`src/rtl/seg_page_xlate.sv`:
```
module seg_page_xlate (
  input  logic        clk,
  input  logic        rst_n,
  input  logic        req_valid,
  output logic        req_ready,
  input  logic [31:0] req_va,
  input  logic [1:0]  req_kind,
  input  logic        req_user,
  output logic        rsp_valid,
  input  logic        rsp_ready,
  output logic [31:0] rsp_pa,
  output logic [1:0]  rsp_fault,
  output logic        mem_req_valid,
  input  logic        mem_req_ready,
  output logic [31:0] mem_req_addr,
  input  logic        mem_rsp_valid,
  input  logic [31:0] mem_rsp_data,
  input  logic        cfg_we,
  input  logic [2:0]  cfg_addr,
  input  logic [31:0] cfg_wdata
);
  localparam int OFS_W = 12;
  localparam int IDX_W = 30 - OFS_W;
  localparam logic [1:0] K_WR = 2'd1, K_EX = 2'd2;
  localparam logic [1:0] F_NONE = 2'd0, F_LEN = 2'd1, F_INV = 2'd2, F_PROT = 2'd3;

  typedef enum logic [1:0] {S_IDLE, S_MREQ, S_MWAIT, S_RESP} st_t;
  st_t st;

  logic [31:0] base_q [4];
  logic [31:0] len_q  [4];
  logic [1:0]  kind_q;
  logic        user_q;
  logic [OFS_W-1:0] ofs_q;
  logic [31:0] addr_q, pa_q;
  logic [1:0]  flt_q;

  wire [1:0]       seg  = req_va[31:30];
  wire [IDX_W-1:0] pg   = req_va[29:OFS_W];
  wire             down = seg[0];
  wire [IDX_W-1:0] idx  = down ? ({IDX_W{1'b1}} - pg) : pg;
  wire [31:0]      step = {{(30-IDX_W){1'b0}}, idx, 2'b00};
  wire [31:0]      ent  = down ? (base_q[seg] - step - 32'd4) : (base_q[seg] + step);
  wire             len_bad = {{(32-IDX_W){1'b0}}, idx} >= len_q[seg];

  wire pv = mem_rsp_data[0];
  wire pw = mem_rsp_data[1];
  wire pu = mem_rsp_data[2];
  wire px = mem_rsp_data[3];
  wire prot_bad = (kind_q == K_WR && !pw) || (kind_q == K_EX && !px) || (user_q && !pu);

  assign req_ready     = (st == S_IDLE);
  assign mem_req_valid = (st == S_MREQ);
  assign mem_req_addr  = addr_q;
  assign rsp_valid     = (st == S_RESP);
  assign rsp_pa        = pa_q;
  assign rsp_fault     = flt_q;

  always_ff @(posedge clk or negedge rst_n) begin
    if (!rst_n) begin
      for (int i = 0; i < 4; i++) begin
        base_q[i] <= '0;
        len_q[i]  <= '0;
      end
    end else if (cfg_we) begin
      if (cfg_addr[0]) len_q[cfg_addr[2:1]]  <= cfg_wdata;
      else             base_q[cfg_addr[2:1]] <= cfg_wdata;
    end
  end

  always_ff @(posedge clk or negedge rst_n) begin
    if (!rst_n) begin
      st <= S_IDLE;
      kind_q <= '0;
      user_q <= 1'b0;
      ofs_q <= '0;
      addr_q <= '0;
      pa_q <= '0;
      flt_q <= F_NONE;
    end else begin
      case (st)
        S_IDLE: if (req_valid) begin
          kind_q <= req_kind;
          user_q <= req_user;
          ofs_q  <= req_va[OFS_W-1:0];
          addr_q <= ent;
          if (len_bad) begin
            pa_q  <= '0;
            flt_q <= F_LEN;
            st    <= S_RESP;
          end else begin
            st <= S_MREQ;
          end
        end
        S_MREQ: if (mem_req_ready) st <= S_MWAIT;
        S_MWAIT: if (mem_rsp_valid) begin
          st <= S_RESP;
          if (!pv) begin
            pa_q <= '0; flt_q <= F_INV;
          end else if (prot_bad) begin
            pa_q <= '0; flt_q <= F_PROT;
          end else begin
            pa_q <= {mem_rsp_data[31:OFS_W], ofs_q}; flt_q <= F_NONE;
          end
        end
        S_RESP: if (rsp_ready) st <= S_IDLE;
        default: st <= S_IDLE;
      endcase
    end
  end

  a_r7_fault_zero_pa: assert property (@(posedge clk) disable iff (!rst_n)
    (rsp_valid && rsp_fault != F_NONE) |-> rsp_pa == 32'd0);
  a_r8_single_phase: assert property (@(posedge clk) disable iff (!rst_n)
    $onehot0({req_ready, mem_req_valid, rsp_valid}));
  a_r8_rsp_hold: assert property (@(posedge clk) disable iff (!rst_n)
    (rsp_valid && !rsp_ready) |=> (rsp_valid && $stable(rsp_pa) && $stable(rsp_fault)));
  a_r8_mem_hold: assert property (@(posedge clk) disable iff (!rst_n)
    (mem_req_valid && !mem_req_ready) |=> (mem_req_valid && $stable(mem_req_addr)));
  a_r3_len_fault: assert property (@(posedge clk) disable iff (!rst_n)
    (req_valid && req_ready && len_bad) |=> (rsp_valid && rsp_fault == F_LEN));
  a_r5_invalid: assert property (@(posedge clk) disable iff (!rst_n)
    (st == S_MWAIT && mem_rsp_valid && !pv) |=> (rsp_valid && rsp_fault == F_INV));
endmodule

```
`config.mk`:
```
export PLATFORM = sky130hd
export DESIGN_NAME = seg_page_xlate
export DESIGN_NICKNAME = d
export VERILOG_FILES = /design/src/rtl/seg_page_xlate.sv
export SDC_FILE = /design/constraint.sdc
export NUM_CORES = 1
export LEC_CHECK = 0
export ABC_CLOCK_PERIOD_IN_PS = 3940
export BUFFER_PORTS_ARGS = -buffer_cell sky130_fd_sc_hd__buf_2
export CAP_MARGIN = 30
export CORE_UTILIZATION = 50
export CTS_CLUSTER_DIAMETER = 150
export DETAILED_ROUTE_END_ITERATION = 10
export MAX_ROUTING_LAYER = met4
export PLACE_DENSITY = 0.65
export SYNTH_ARGS = -nofsm -noshare
export SYNTH_HDL_FRONTEND = slang
export SYNTH_SLANG_ARGS = --single-unit
```
`constraint.sdc`:
```
create_clock -name clk -period 3.94 [get_ports clk]
set_clock_uncertainty 0.15 [all_clocks]
set_input_delay 0 -clock clk [delete_from_list [all_inputs] [get_ports clk]]
set_output_delay 0 -clock clk [all_outputs]
set_load 0.01 [all_outputs]
```
==> run metrics <==
DRC=0; Post-Route WL=41.7 mm; crit-path max FO=5; Worst Hold Class=primary input to asynchronous set/reset pin; drt first pass iters=4; TritonCTS buffer count=36; worst vdd ir=between 0.0004 and 0.0005 V; Worst EP arrival=3890 ps; clock-pin slew on the worst setup and hold paths=60 ps; Worst-Skew Late Latency=between 500 and 600 ps; Max Freq=273 MHz; final setup margin=281 ps; minimum clock period=3660 ps; failing checks=negative hold slack; RSZ-0062 raised after global routing=no; Total GRT Usage=24.2%; yosys warns=0; WP data required=4170 ps; Worst Setup End Kind=flop; Syn-to-layout area delta=21.9%; Hold Slack=-6.59 ps; Top FF cell, synth=dfrtp_1; Yosys reg bits=339; CP Class=flop to flop; Die W=190 µm; CTS Hold Bufs=76; initial core utilization=between 50 and 60%; Routed WL per cell=18.6 µm; Via Count=12165; max_cap viols=0; Final GP Congestion=0.901; Final Hold Fails=5; Starting DRT DRC Count=471; post-CTS sizing=0; Seq/Total Area, Yosys=47.9%; Setup Slack @ Placement=147 ps; Synth Cell Area=around 18000 µm²; worst path cell trace=mux4_2 > inv_1 > ha_1 > inv_1 > ha_1 > a21oi_1 > nor2_1 > a211oi_1 > or2b_2 > a2111oi_0 > a22oi_1 > xor2_1 > o21ai_0; # rows=68; status=complete, but fails checks; pin count of the biggest net entering global routing=119; H-Tree Depth=2; num ports=178; period utilization=92.9%; slowest stage delay, CP=between 500 and 600 ps; Worst Max-Slew Pin Slew=927 ps; Root Buffer=clkbuf_16; HPWL Detailed=29.4 mm; Critical path buffers and inverters=2; vias in the first global route=~13000; Fillers=about 2700; layout cell share with drive strength beyond 1=36.5%; die height=between 150 and 200 µm; Static Leak=0.00981 µW; # setup viols final=0; Rel. slew slack=38.2%; most frequent cells in the layout=dfrtp_1, mux2_2, buf_2; Post-synth EDFFs=0; Reg area=~8500 µm²; synthesized instance count=1446; Unique masters post-synth=65; ys async rst share=100%; nets=1943; Die Area=36200 µm²; fin. max-slew vios=0; PwrDens=595 nW/µm²; post-CTS setup buffers=0; vias per cell=5.44; crit start category=flop; Synth Area per Inst=about 12 µm²; grt ovf=0; post-synth net total=1634; core area=roughly 35000 µm²; TNS Setup=0 ps; initial antenna violation count=1; clk sinks=roughly 340; commonest non-fill, non-tap cell in the layout=dfrtp_1; first-pass GRT wire length=67.1 mm; Max clock buf depth=3; crit-path leading delay family=compound AO/OA/AOI/OAI gates; IO Port Bufs=~170; area of the multi-input gates=8510 µm²; slowest stage cell, crit path=mux4_2; CTS tree=yes; Detail Route Antenna Nets=0
sequential cells by signal (all words and copies together), names as in the netlist:
name,cells
st,2
user_q,1
base_q,128
rsp_pa,32
kind_q,2
rsp_fault,2
len_q,128
ofs_q,12
mem_req_addr,32
path summary, 6_finish.rpt:
path / from / end / slack (ps) / depth (start not counted)
worst max-delay path: base_q[18] / mem_req_addr[23] / 280 / 13
worst min-delay path: rst_n / rsp_pa[29] / -7 / 2
worst min register to register: mem_req_addr[10] / mem_req_addr[10] / 330 / 2
worst max register to register: base_q[18] / mem_req_addr[23] / 280 / 13
max in group asynchronous: rst_n / base_q[34] / 2630 / 3
min in group clk: req_va[12] / mem_req_addr[2] / 90 / 7
per-layer routing:
layer  vias to the layer above  share of wire, %  wire [µm]  GRT usage (%)
met3                        54               4.3       1770           2.98
met5                         -                 0          0              -
met2                       256                46      19300           38.6
met1                      6061                47      19600           32.9
met4                         0               2.2        930           6.25
li1                       5794                 -          -              -
synth_stat cells (all sizes together), types with 9 or more instances:
library cell / number / share of area [%]
dfrtp: 339 / 48
nor3: 26 / 0.73
nor4: 12 / 0.42
mux2: 276 / 18
nand3: 9 / 0.25
nand2b: 12 / 0.42
a211oi: 12 / 0.51
mux4: 50 / 6.5
nand2: 88 / 1.9
buf: 14 / 0.45
a21oi: 45 / 1.3
inv: 124 / 2.6
nor2: 42 / 0.89
xnor2: 31 / 1.5
a2111oi: 9 / 0.55
o211ai: 11 / 0.47
xor2: 28 / 1.4
ha: 78 / 5.5
clkbuf: 48 / 1.1
o21ai: 48 / 1.4
mux2i: 35 / 2.0
report_power, final:
part	internal [µW]	switching [µW]	total (µW)
Combinational	2360	2390	4750
Clock	1930	1360	3300
Sequential	4380	437	4810
final cells by class:
cell class | instances | share of cell area (%)
flip-flops and latches | 339 | 39.3
repair buffers | 334 | 11.2
clock inverters | 8 | 0.469
inverters | 124 | 2.15
multi-input cells | 920 | 39.4
clock buffers | 54 | 4.90
diodes | 1 | 0.0116
well taps | 455 | 2.63
kinds of logic after synthesis:
family	Yosys count	synth area share (%)
buffers and inverters	187	4.26
XOR/XNOR	59	2.92
multiplexers	361	26.1
AO/OA/AOI/OAI	183	6.73
adder cells (fa/ha/maj)	79	5.62
AND/OR/NAND/NOR	238	6.55
flip-flops	339	47.9
through the flow:
stage / hold WS, ps / util, % / area [µm²] / instances / total power, µW
2_1_floorplan: -446 / - / 17700 / 1446 / 7970
3_3_place_gp: 12.5 / 56.6 / 19700 / 2095 / 9400
3_5_place_dp: 7.97 / 56.7 / 19700 / 2096 / 9550
4_1_cts: 31.6 / 62.2 / 21600 / 2234 / 13000
5_1_grt: 83.9 / 62.2 / 21600 / 2235 / 13700
6_report: -6.59 / 62.2 / 21600 / 2235 / 12900
Power figures use the tool's default switching activity.
